File: src/rtl/chreg_pkg.sv
package chreg_pkg;

    parameter int unsigned ELEM_W  = 22;
    parameter int unsigned NLANE   = 4;
    parameter int unsigned H_COLS  = NLANE;
    parameter int unsigned H_ROWS  = 2 * NLANE;
    parameter int unsigned VEC_LEN = H_ROWS;
    parameter int unsigned IDX_W   = 4;

    typedef struct packed {
        logic signed [ELEM_W-1:0] re;
        logic signed [ELEM_W-1:0] im;
    } cplx_t;

    typedef enum logic [1:0] {
        TGT_H    = 2'd0,
        TGT_Y    = 2'd1,
        TGT_K    = 2'd2,
        TGT_NONE = 2'd3
    } tgt_e;

    typedef struct packed {
        logic                    vld;
        cplx_t [NLANE-1:0]       lane;
    } rd_state_t;

endpackage

File: src/rtl/chreg_bank.sv
module chreg_bank
    import chreg_pkg::*;
#(
    parameter int ROWS = 8,
    parameter int COLS = 4,
    parameter int IW   = 4
) (
    input  logic                          clk,
    input  logic                          rst_n,
    input  logic                          we,
    input  logic [IW-1:0]                 wrow,
    input  logic [IW-1:0]                 wcol,
    input  cplx_t                         wdata,
    output cplx_t [ROWS-1:0][COLS-1:0]    cells_o
);

    cplx_t [ROWS-1:0][COLS-1:0] mem_d, mem_q;

    // Only an exact in-range address match updates a cell
    always_comb begin
        mem_d = mem_q;
        for (int r = 0; r < ROWS; r++) begin
            for (int c = 0; c < COLS; c++) begin
                if (we && int'(wrow) == r && int'(wcol) == c)
                    mem_d[r][c] = wdata;
            end
        end
    end

    always_ff @(posedge clk or negedge rst_n) begin
        if (!rst_n) mem_q <= '0;
        else        mem_q <= mem_d;
    end

    assign cells_o = mem_q;


    wr_lands_chk: assert property (@(posedge clk) disable iff (!rst_n)
        (we && int'(wrow) < ROWS && int'(wcol) < COLS)
        |=> cells_o[$past(wrow)][$past(wcol)] == $past(wdata));


    no_write_hold_chk: assert property (@(posedge clk) disable iff (!rst_n)
        (!we || int'(wrow) >= ROWS || int'(wcol) >= COLS) |=> $stable(cells_o));

endmodule

File: src/rtl/chreg_rdsel.sv
module chreg_rdsel
    import chreg_pkg::*;
(
    input  cplx_t [H_ROWS-1:0][H_COLS-1:0]  h_i,
    input  cplx_t [VEC_LEN-1:0][0:0]        y_i,
    input  cplx_t [VEC_LEN-1:0][0:0]        k_i,
    input  tgt_e                            tgt,
    input  logic                            mode,
    input  logic [IDX_W-1:0]                idx,
    input  logic                            half,
    output cplx_t [NLANE-1:0]               lane_o
);

    for (genvar p = 0; p < NLANE; p++) begin : g_lane
        cplx_t lane_v;
        always_comb begin
            lane_v = '0;
            unique case (tgt)
                TGT_H: begin
                    if (!mode) begin
                        if (int'(idx) < H_ROWS) lane_v = h_i[idx][p];
                    end else begin
                        if (int'(idx) < H_COLS) lane_v = h_i[int'(half) * NLANE + p][idx];
                    end
                end
                TGT_Y:   lane_v = y_i[int'(half) * NLANE + p][0];
                TGT_K:   lane_v = k_i[int'(half) * NLANE + p][0];
                default: lane_v = '0;
            endcase
        end
        assign lane_o[p] = lane_v;
    end

endmodule

File: src/rtl/chan_regfile.sv
module chan_regfile
    import chreg_pkg::*;
(
    input  logic                      clk,
    input  logic                      rst_n,
    input  logic                      wr_en,
    input  logic [1:0]                wr_tgt,
    input  logic [IDX_W-1:0]          wr_row,
    input  logic [IDX_W-1:0]          wr_col,
    input  logic [ELEM_W-1:0]         wr_re,
    input  logic [ELEM_W-1:0]         wr_im,
    input  logic                      rd_en,
    input  logic [1:0]                rd_tgt,
    input  logic                      rd_mode,
    input  logic [IDX_W-1:0]          rd_idx,
    input  logic                      rd_half,
    output logic                      rd_valid,
    output logic [NLANE*ELEM_W-1:0]   rd_re,
    output logic [NLANE*ELEM_W-1:0]   rd_im
);

    cplx_t                           wdata;
    cplx_t [H_ROWS-1:0][H_COLS-1:0]  h_cells;
    cplx_t [VEC_LEN-1:0][0:0]        y_cells, k_cells;
    cplx_t [NLANE-1:0]               sel_lane;
    rd_state_t                       st_d, st_q;
    logic                            we_h, we_y, we_k;

    assign wdata = '{re: wr_re, im: wr_im};
    assign we_h  = wr_en && (tgt_e'(wr_tgt) == TGT_H);
    assign we_y  = wr_en && (tgt_e'(wr_tgt) == TGT_Y);
    assign we_k  = wr_en && (tgt_e'(wr_tgt) == TGT_K);

    chreg_bank #(.ROWS(H_ROWS), .COLS(H_COLS), .IW(IDX_W)) u_hbank (
        .clk(clk), .rst_n(rst_n), .we(we_h), .wrow(wr_row), .wcol(wr_col),
        .wdata(wdata), .cells_o(h_cells)
    );

    chreg_bank #(.ROWS(VEC_LEN), .COLS(1), .IW(IDX_W)) u_ybank (
        .clk(clk), .rst_n(rst_n), .we(we_y), .wrow(wr_row), .wcol('0),
        .wdata(wdata), .cells_o(y_cells)
    );

    chreg_bank #(.ROWS(VEC_LEN), .COLS(1), .IW(IDX_W)) u_kbank (
        .clk(clk), .rst_n(rst_n), .we(we_k), .wrow(wr_row), .wcol('0),
        .wdata(wdata), .cells_o(k_cells)
    );

    chreg_rdsel u_rdsel (
        .h_i(h_cells), .y_i(y_cells), .k_i(k_cells),
        .tgt(tgt_e'(rd_tgt)), .mode(rd_mode), .idx(rd_idx), .half(rd_half),
        .lane_o(sel_lane)
    );

    // Lanes sample the banks before this edge's write lands
    always_comb begin
        st_d     = st_q;
        st_d.vld = rd_en;
        if (rd_en) st_d.lane = sel_lane;
    end

    always_ff @(posedge clk or negedge rst_n) begin
        if (!rst_n) st_q <= '0;
        else        st_q <= st_d;
    end

    assign rd_valid = st_q.vld;
    for (genvar p = 0; p < NLANE; p++) begin : g_out
        assign rd_re[p*ELEM_W +: ELEM_W] = st_q.lane[p].re;
        assign rd_im[p*ELEM_W +: ELEM_W] = st_q.lane[p].im;
    end


    rd_valid_chk: assert property (@(posedge clk) disable iff (!rst_n)
        rd_en |=> rd_valid);


    idle_hold_chk: assert property (@(posedge clk) disable iff (!rst_n)
        !rd_en |=> (!rd_valid && $stable(rd_re) && $stable(rd_im)));


    row_oob_chk: assert property (@(posedge clk) disable iff (!rst_n)
        (rd_en && rd_tgt == 2'd0 && !rd_mode && int'(rd_idx) >= H_ROWS)
        |=> (rd_re == '0 && rd_im == '0));


    col_oob_chk: assert property (@(posedge clk) disable iff (!rst_n)
        (rd_en && rd_tgt == 2'd0 && rd_mode && int'(rd_idx) >= H_COLS)
        |=> (rd_re == '0 && rd_im == '0));


    none_zero_chk: assert property (@(posedge clk) disable iff (!rst_n)
        (rd_en && rd_tgt == 2'd3) |=> (rd_re == '0 && rd_im == '0));

endmodule

File: config.mk
export PLATFORM = sky130hd
export DESIGN_NAME = chan_regfile
export DESIGN_NICKNAME = d
export VERILOG_FILES = /design/src/rtl/chreg_pkg.sv /design/src/rtl/chreg_bank.sv /design/src/rtl/chreg_rdsel.sv /design/src/rtl/chan_regfile.sv
export SDC_FILE = /design/constraint.sdc
export NUM_CORES = 2
export LEC_CHECK = 0
export CORE_MARGIN = 2
export CORE_UTILIZATION = 40
export DETAILED_ROUTE_END_ITERATION = 10
export GPL_ROUTABILITY_DRIVEN = 0
export SLEW_MARGIN = 30
export SYNTH_ARGS = -nofsm -noshare
export SYNTH_HDL_FRONTEND = slang
export SYNTH_SLANG_ARGS = --single-unit
File: constraint.sdc
create_clock -name clk -period 1.94 [get_ports clk]
set_clock_uncertainty 0.2 [all_clocks]
set_input_delay 0.291 -clock clk [delete_from_list [all_inputs] [get_ports clk]]
set_output_delay 0.291 -clock clk [all_outputs]
set_load 0.005 [all_outputs]
# [Word level (Yosys, flattened, before mapping)]
# Index checks and enable logic that the tools add are counted.
[classes] n_addsub=3 order_cmp=8 eq_ne=14 muxes=50 n_reduce_logical=63
[ops] operator="binary-select mux 176 bit (select 3 bit)" count=4
[ops] operator="2-to-1 mux 44 bit" count=26
[ops] operator="2-to-1 mux 176 bit" count=6
[ops] operator="binary-select mux 44 bit (select 3 bit)" count=6
[ops] operator="case mux 44 bit (3 select lines)" count=4
[ops] operator="binary-select mux 44 bit (select 2 bit)" count=4
[ops] operator="less-than comparator 32 x 4 -> 1 bit (second input constant)" count=2
[ops] operator="logical AND 1 bit" count=59
[ops] operator="== test 4 x 3 -> 1 bit (second input constant)" count=4
[ops] operator="== test 4 bit (second input constant)" count=4
[ops] operator="less-than comparator 4 bit (second input constant)" count=3
[ops] operator="adder 3 x 2 -> 4 bit (second input constant)" count=2
[ops] operator="== test 4 x 2 -> 1 bit (second input constant)" count=2
[ops] operator="zero test 4 bit" count=2
[ops] operator="less-than comparator 4 x 3 -> 1 bit (second input constant)" count=2
[ops] operator="adder 3 x 1 -> 4 bit (second input constant)" count=1
[ops] operator="== test 2 x 1 -> 1 bit (second input constant)" count=2
[ops] operator="== test 2 bit (second input constant)" count=2
[ops] operator="zero test 2 bit" count=2
[ops] operator="less-than comparator 3 x 4 -> 1 bit (second input constant)" count=1
[totals] ff_bits=2289 output_inout_bits=177 elab_cells=243

# [Logic depth before layout (Yosys ltp)]
[logic_depth] word_depth=8 ltp_mapped=9 ltp_nobuf=4

# [Modules after synthesis]
# From an unflattened synthesis, not the netlist that was laid out.
[hier_totals] hier_cells=7669 area_unflattened_um2=114368.4
[by_module_without_submodules] module="chreg_bank (u_hbank)" n_inst=1 cells_each=3139 area_each_um2=52670.5 seq_area_each_um2=35233.8
[by_module_without_submodules] module="chreg_rdsel" n_inst=1 cells_each=2647 area_each_um2=27625.2 seq_area_each_um2=0.0
[by_module_without_submodules] module="chreg_bank (u_kbank ...)" n_inst=2 cells_each=753 area_each_um2=13450.4 seq_area_each_um2=8808.4
[by_module_without_submodules] module="chan_regfile" n_inst=1 cells_each=377 area_each_um2=7171.9 seq_area_each_um2=4429.2

# [Worst setup path before layout]
# OpenSTA, ideal clock, no wires.
[synth_path] path_type="input to register" start="in rd_idx[0]" end="reg st_q, in the netlist rd_im[56]" setup_time_ps=138 t_arrival_ps=1952 required_ps=1602 path_slack_ps=-350 path_stages=6 n_path_buf=3 cell_sequence="buf_2 -> buf_2 -> buf_1 -> mux4_2 -> a22oi_1 -> o211ai_1"
[synth_via] elab_chain_len=5 elab_cells_between_ends=10
[synth_rtl] item="start, declared" line="chan_regfile.sv:15" source="input logic [IDX_W-1:0] rd_idx,"
[synth_rtl] item="binary-select mux 176 bit (select 3 bit) / binary-select mux 44 bit (select 2 bit) (equally long branches)" line="chreg_rdsel.sv:21, chreg_rdsel.sv:23"
[synth_rtl] item="2-to-1 mux 176 bit (implied by the code) / 2-to-1 mux 44 bit (equally long branches)" line="chreg_rdsel.sv:21, chreg_rdsel.sv:23"
[synth_rtl] item="2-to-1 mux 44 bit (on tied branches)" line="chreg_rdsel.sv:21, chreg_rdsel.sv:23"
[synth_rtl] item="2-to-1 mux 44 bit (*)" line="chreg_rdsel.sv:20" source="if (!mode) begin"
[synth_rtl] item="case mux 44 bit (3 select lines) (*)" line="chreg_rdsel.sv:18" source="unique case (tgt)"
[synth_rtl] item="end signal, assigned" line="chan_regfile.sv:64" source="else st_q <= st_d;"
[synth_rtl] item="end, declared" line="chan_regfile.sv:26" source="rd_state_t st_d, st_q;"
# Every way passes the cells marked *; elsewhere a longest branch is shown, timed or not. The select of a mux whose other input is x is not followed.
# A chain may end at the register's enable or synchronous reset.

# [Worst setup path after layout]
[layout_path] start="reg st_q, in the netlist rd_im[87]" end="out rd_im[87]"
[layout_lines] item="end, declared" line="chan_regfile.sv:19" source="output logic [NLANE*ELEM_W-1:0] rd_im"
# No word-level cell between the ends.

==> summary by stage <==
Synth
The library cell occupying the most area in the post-synthesis netlist is dfrtp_1. After synthesis the netlist holds a flip-flop and latch count of 2289. The share of the synthesized area in the top cell type is about half.

The net count after synthesis is 7556. Synthesis instantiated 45 different standard cells from the library. Yosys attributes the largest share of cell area to dfrtp_1 (51%), mux2_2 (22%), mux4_2 (12%). The netlist area before placement is 112000 sq um.

A synthesized cell averages 15.0 sq um. Of the synthesized area, sequential elements account for 51.1%. Synthesis produced ~7500 cells.

For this run, the number of Yosys warnings is 0.

Floorplan
The count of standard-cell rows is 194. The area enclosed by the die boundary is 285000 sq um. Once the floorplan was initialized, standard cells occupied 40.2% of the core. From bottom edge to top edge, the die measures ~530 microns. The total I/O pin count is 243. The total core area is 279000 sq um. The width of the die is ~530 microns.

Routing
In the routed design, unresolved DRC markers number 0. The detailed-route vias per instance is 6.08. After detailed routing, the average wire length per cell comes to 31.9 microns. The count of nets left with antenna violations once routing finished came out at 0.

The pre-antenna-repair detailed-routing pass consisted of 8 iterations. The final layout contains routed wiring with a total length of 382 mm. The routed via count is 72827.

The detailed router finished its first iteration with roughly 6200 violations.

Clocking
The maximum level of the CTS H-tree is 4. The clock-pin slew reported for the worst setup and hold paths after clock tree synthesis is 0.06 ns. TritonCTS built the clock tree. The maximum number of buffers from clock root to sink is 4. The root buffer cell chosen for the clock tree is clkbuf_16. The later pin in the worst-skew pair is clocked with a latency of roughly 0.96 ns. Clock tree synthesis found a total of 2289 sinks. In this run, CTS created clock tree buffers numbering between 200 and 250.

Worst setup path
The startpoint of the lowest-slack register-to-register path is u_hbank.cells_o[419]. Together, buffers and inverters on the worst path number 1. The critical path start-end classification is reg2out. The data arrival time at the worst-slack endpoint is about 1.6 ns. Broken down by cell family, the worst path's largest delay share belongs to flip-flops. The number of cells on the worst reg-to-reg path is 4.

The highest fanout seen on the critical path is 2. On the critical path, the stage with the largest delay is an instance of dfrtp_2. On the worst path, the slowest cell contributes a delay of 0.50 ns.

Setup slack on the worst reg-to-reg path comes out at ~0.030 ns. The critical path starts at rd_im[87]. STA classifies the critical path startpoint as a flip-flop. STA classifies the critical path endpoint as a primary output. The required time reported for the critical path endpoint is 1.45 ns. Traced cell by cell, the critical path runs through buf_2.

The critical register-to-register path endpoint is rd_re[45].

Worst hold path
The startpoint identified for the worst hold timing path is wr_en. The worst hold path terminates at u_kbank.cells_o[77]. Along the worst hold path, the cell count comes to 6. The type of the most critical hold path is in2reg.

Run status
The run finished, with violations left. The checks that failed: negative hold slack, negative setup slack.

Timing
Setup slack on the critical path of the routed design comes to -0.165 ns. The relative max-transition margin is 47.1%. The highest achievable clock rate is 475 MHz. The tightest hold margin is -0.00904 ns. The final critical path takes up 108% of the cycle. The setup violation total in the final timing report is 100. The number of hold-slack violations in the final timing report is 1. The max-slew violation total from the final report is 0. Subtracting the final worst setup slack from the clock period gives 2.10 ns.

The slew at the pin closest to its max-slew limit is 0.794 ns. Setup repair after global routing could not meet its margin everywhere.

Final layout
Relative to the synthesized area, the layout overhead comes to 21.5%. The final layout contains 8119 nets. The final standard cell area without fillers is 136000 sq um.

The share of cells above drive strength 1 is a little over half.

Global route
The maximum number of pins on one net before global-route repair is 107. The initial antenna violation count is 6. The number of global-route vias before repair was 76613. The overflow left after global routing is 0.

The overall global routing resource usage is 26.6%. The global-route wire length before repair is 560 mm.

Placement
After legalization and detailed placement, the total HPWL measured 260 mm. The cell area after placement is 128000 sq um. The number of buffer cells added on primary ports is 242. Prior to clock tree synthesis, the placed netlist has a worst setup slack of -1.06 ns.

Run
The tool flagged a number of max-cap violations equal to 0.

Pwr
The analysis attributes to cell leakage a power of roughly 0.065 uW. Power spread over the standard cell area amounts to 828 nW/um^2. The worst vdd rail ir drop is 824 uV.
-- repair_timing --
action,4_1_cts,5_1_grt
hold buffers,14,0
setup endpoints to repair,276,201
gates resized for setup,800,20
hold endpoints to repair,2334,0
pin swaps,0,2
buffers inserted,5,8
-- cell families (layout without fill, tap and decap cells) --
family                 Yosys count  count (layout)  share of synthesized area [%]
AOI/OAI and AO/OA              876             876                           5.53
other                            0               1                              0
buffers and inverters          802            1557                           3.02
muxes                         3429            3429                           39.8
DFF                           2289            2289                           51.1
and+or+nand+nor                 94              94                          0.527
-- synth_stat cells (all sizes together) --
library cell     n
a211o            1
a221oi           1
a22oi          219
a32oi            1
and3b            1
buf            323
clkbuf         478
dfrtp         2289
inv              1
mux2          2285
mux2i          570
mux4           574
nand2           46
nand2b           7
nand3            2
nand3b           1
nand4            1
nand4bb          1
nor2             9
nor2b            4
nor3             9
nor3b            1
nor4             1
nor4b            1
o211ai         132
o21ai          218
o221ai         175
o22ai           86
o31a            43
or2              4
or3              3
or3b             2
or4b             1
-- worst max-delay path by stage --
stage / endpoint / slack [ns] / cells after the start
after floorplan: u_hbank.cells_o[1320] / -0.22 / 5
after global placement: u_hbank.cells_o[1284] / -1.09 / 9
after detailed placement: u_hbank.cells_o[1283] / -1.06 / 9
after CTS: rd_im[87] / -0.23 / 1
after global routing: rd_re[1] / -0.19 / 1
final: rd_im[87] / -0.16 / 1
-- metrics by stage --
step	total power, uW	cells	util, %	TNS, ns	hold slack (ns)
2_1_floorplan	58700	7490	-	-202.20	-0.205
3_3_place_gp	64200	11501	45.9	-1686.28	-0.0125
3_5_place_dp	64600	11501	45.9	-1638.70	-0.0104
4_1_cts	114000	11961	48.7	-14.36	0.0151
5_1_grt	117000	11970	48.8	-13.46	0.00589
6_report	113000	11970	48.8	-5.04	-0.00904
-- state kept, by name, summed over array words and instances (netlist names) --
signal / cells
u_hbank.cells_o: 1408
u_kbank.cells_o: 352
rd_re: 88
rd_valid: 1
rd_im: 88
u_ybank.cells_o: 352
-- layout by cell type (no fill, tap or decap), drive strengths merged, types with 2 or more instances in the layout --
cell type	instances
clkdlybuf4s50	58
nand3	2
mux2i	570
o21ai	218
or3	3
bufinv	25
dlymetal6s4s	2
or3b	2
o221ai	175
a22oi	219
nand2	46
inv	6
clkbuf	354
nor2	9
or2	4
o31a	43
o211ai	132
clkinvlp	13
mux4	574
o22ai	86
clkinv	44
mux2	2285
buf	1043
dlygate4sd3	11
nor2b	4
dfrtp	2289
nor3	9
nand2b	7
-- cell type report --
class | instances | area, sq um
Multi-Input combinational cell | 4399 | 52900
Sequential cell | 2289 | 57300
Timing Repair Buffer | 1115 | 12900
Clock buffer | 354 | 7170
Fill cell | 23812 | 143000
Tap cell | 3724 | 4660
Antenna cell | 1 | 2.50
Clock inverter | 87 | 1210
Inverter | 1 | 3.75
-- metal layers --
metal	GRT usage [%]	routed length, microns	vias to the layer above	part of all wire (%)
li1	-	-	29911	-
met1	36.2	162000	39650	42
met2	42.9	182000	2552	48
met3	3.67	21000	714	5.5
met4	10.9	17700	0	4.6
met5	0	0	-	0
-- where the power goes --
part	total (uW)	switching [uW]	internal, uW
combinational	11300	5740	5590
clock	49200	20300	28900
sequential	52200	1760	50500
total	113000	27800	85000
Note: power is estimated with default switching activity, not from simulation.
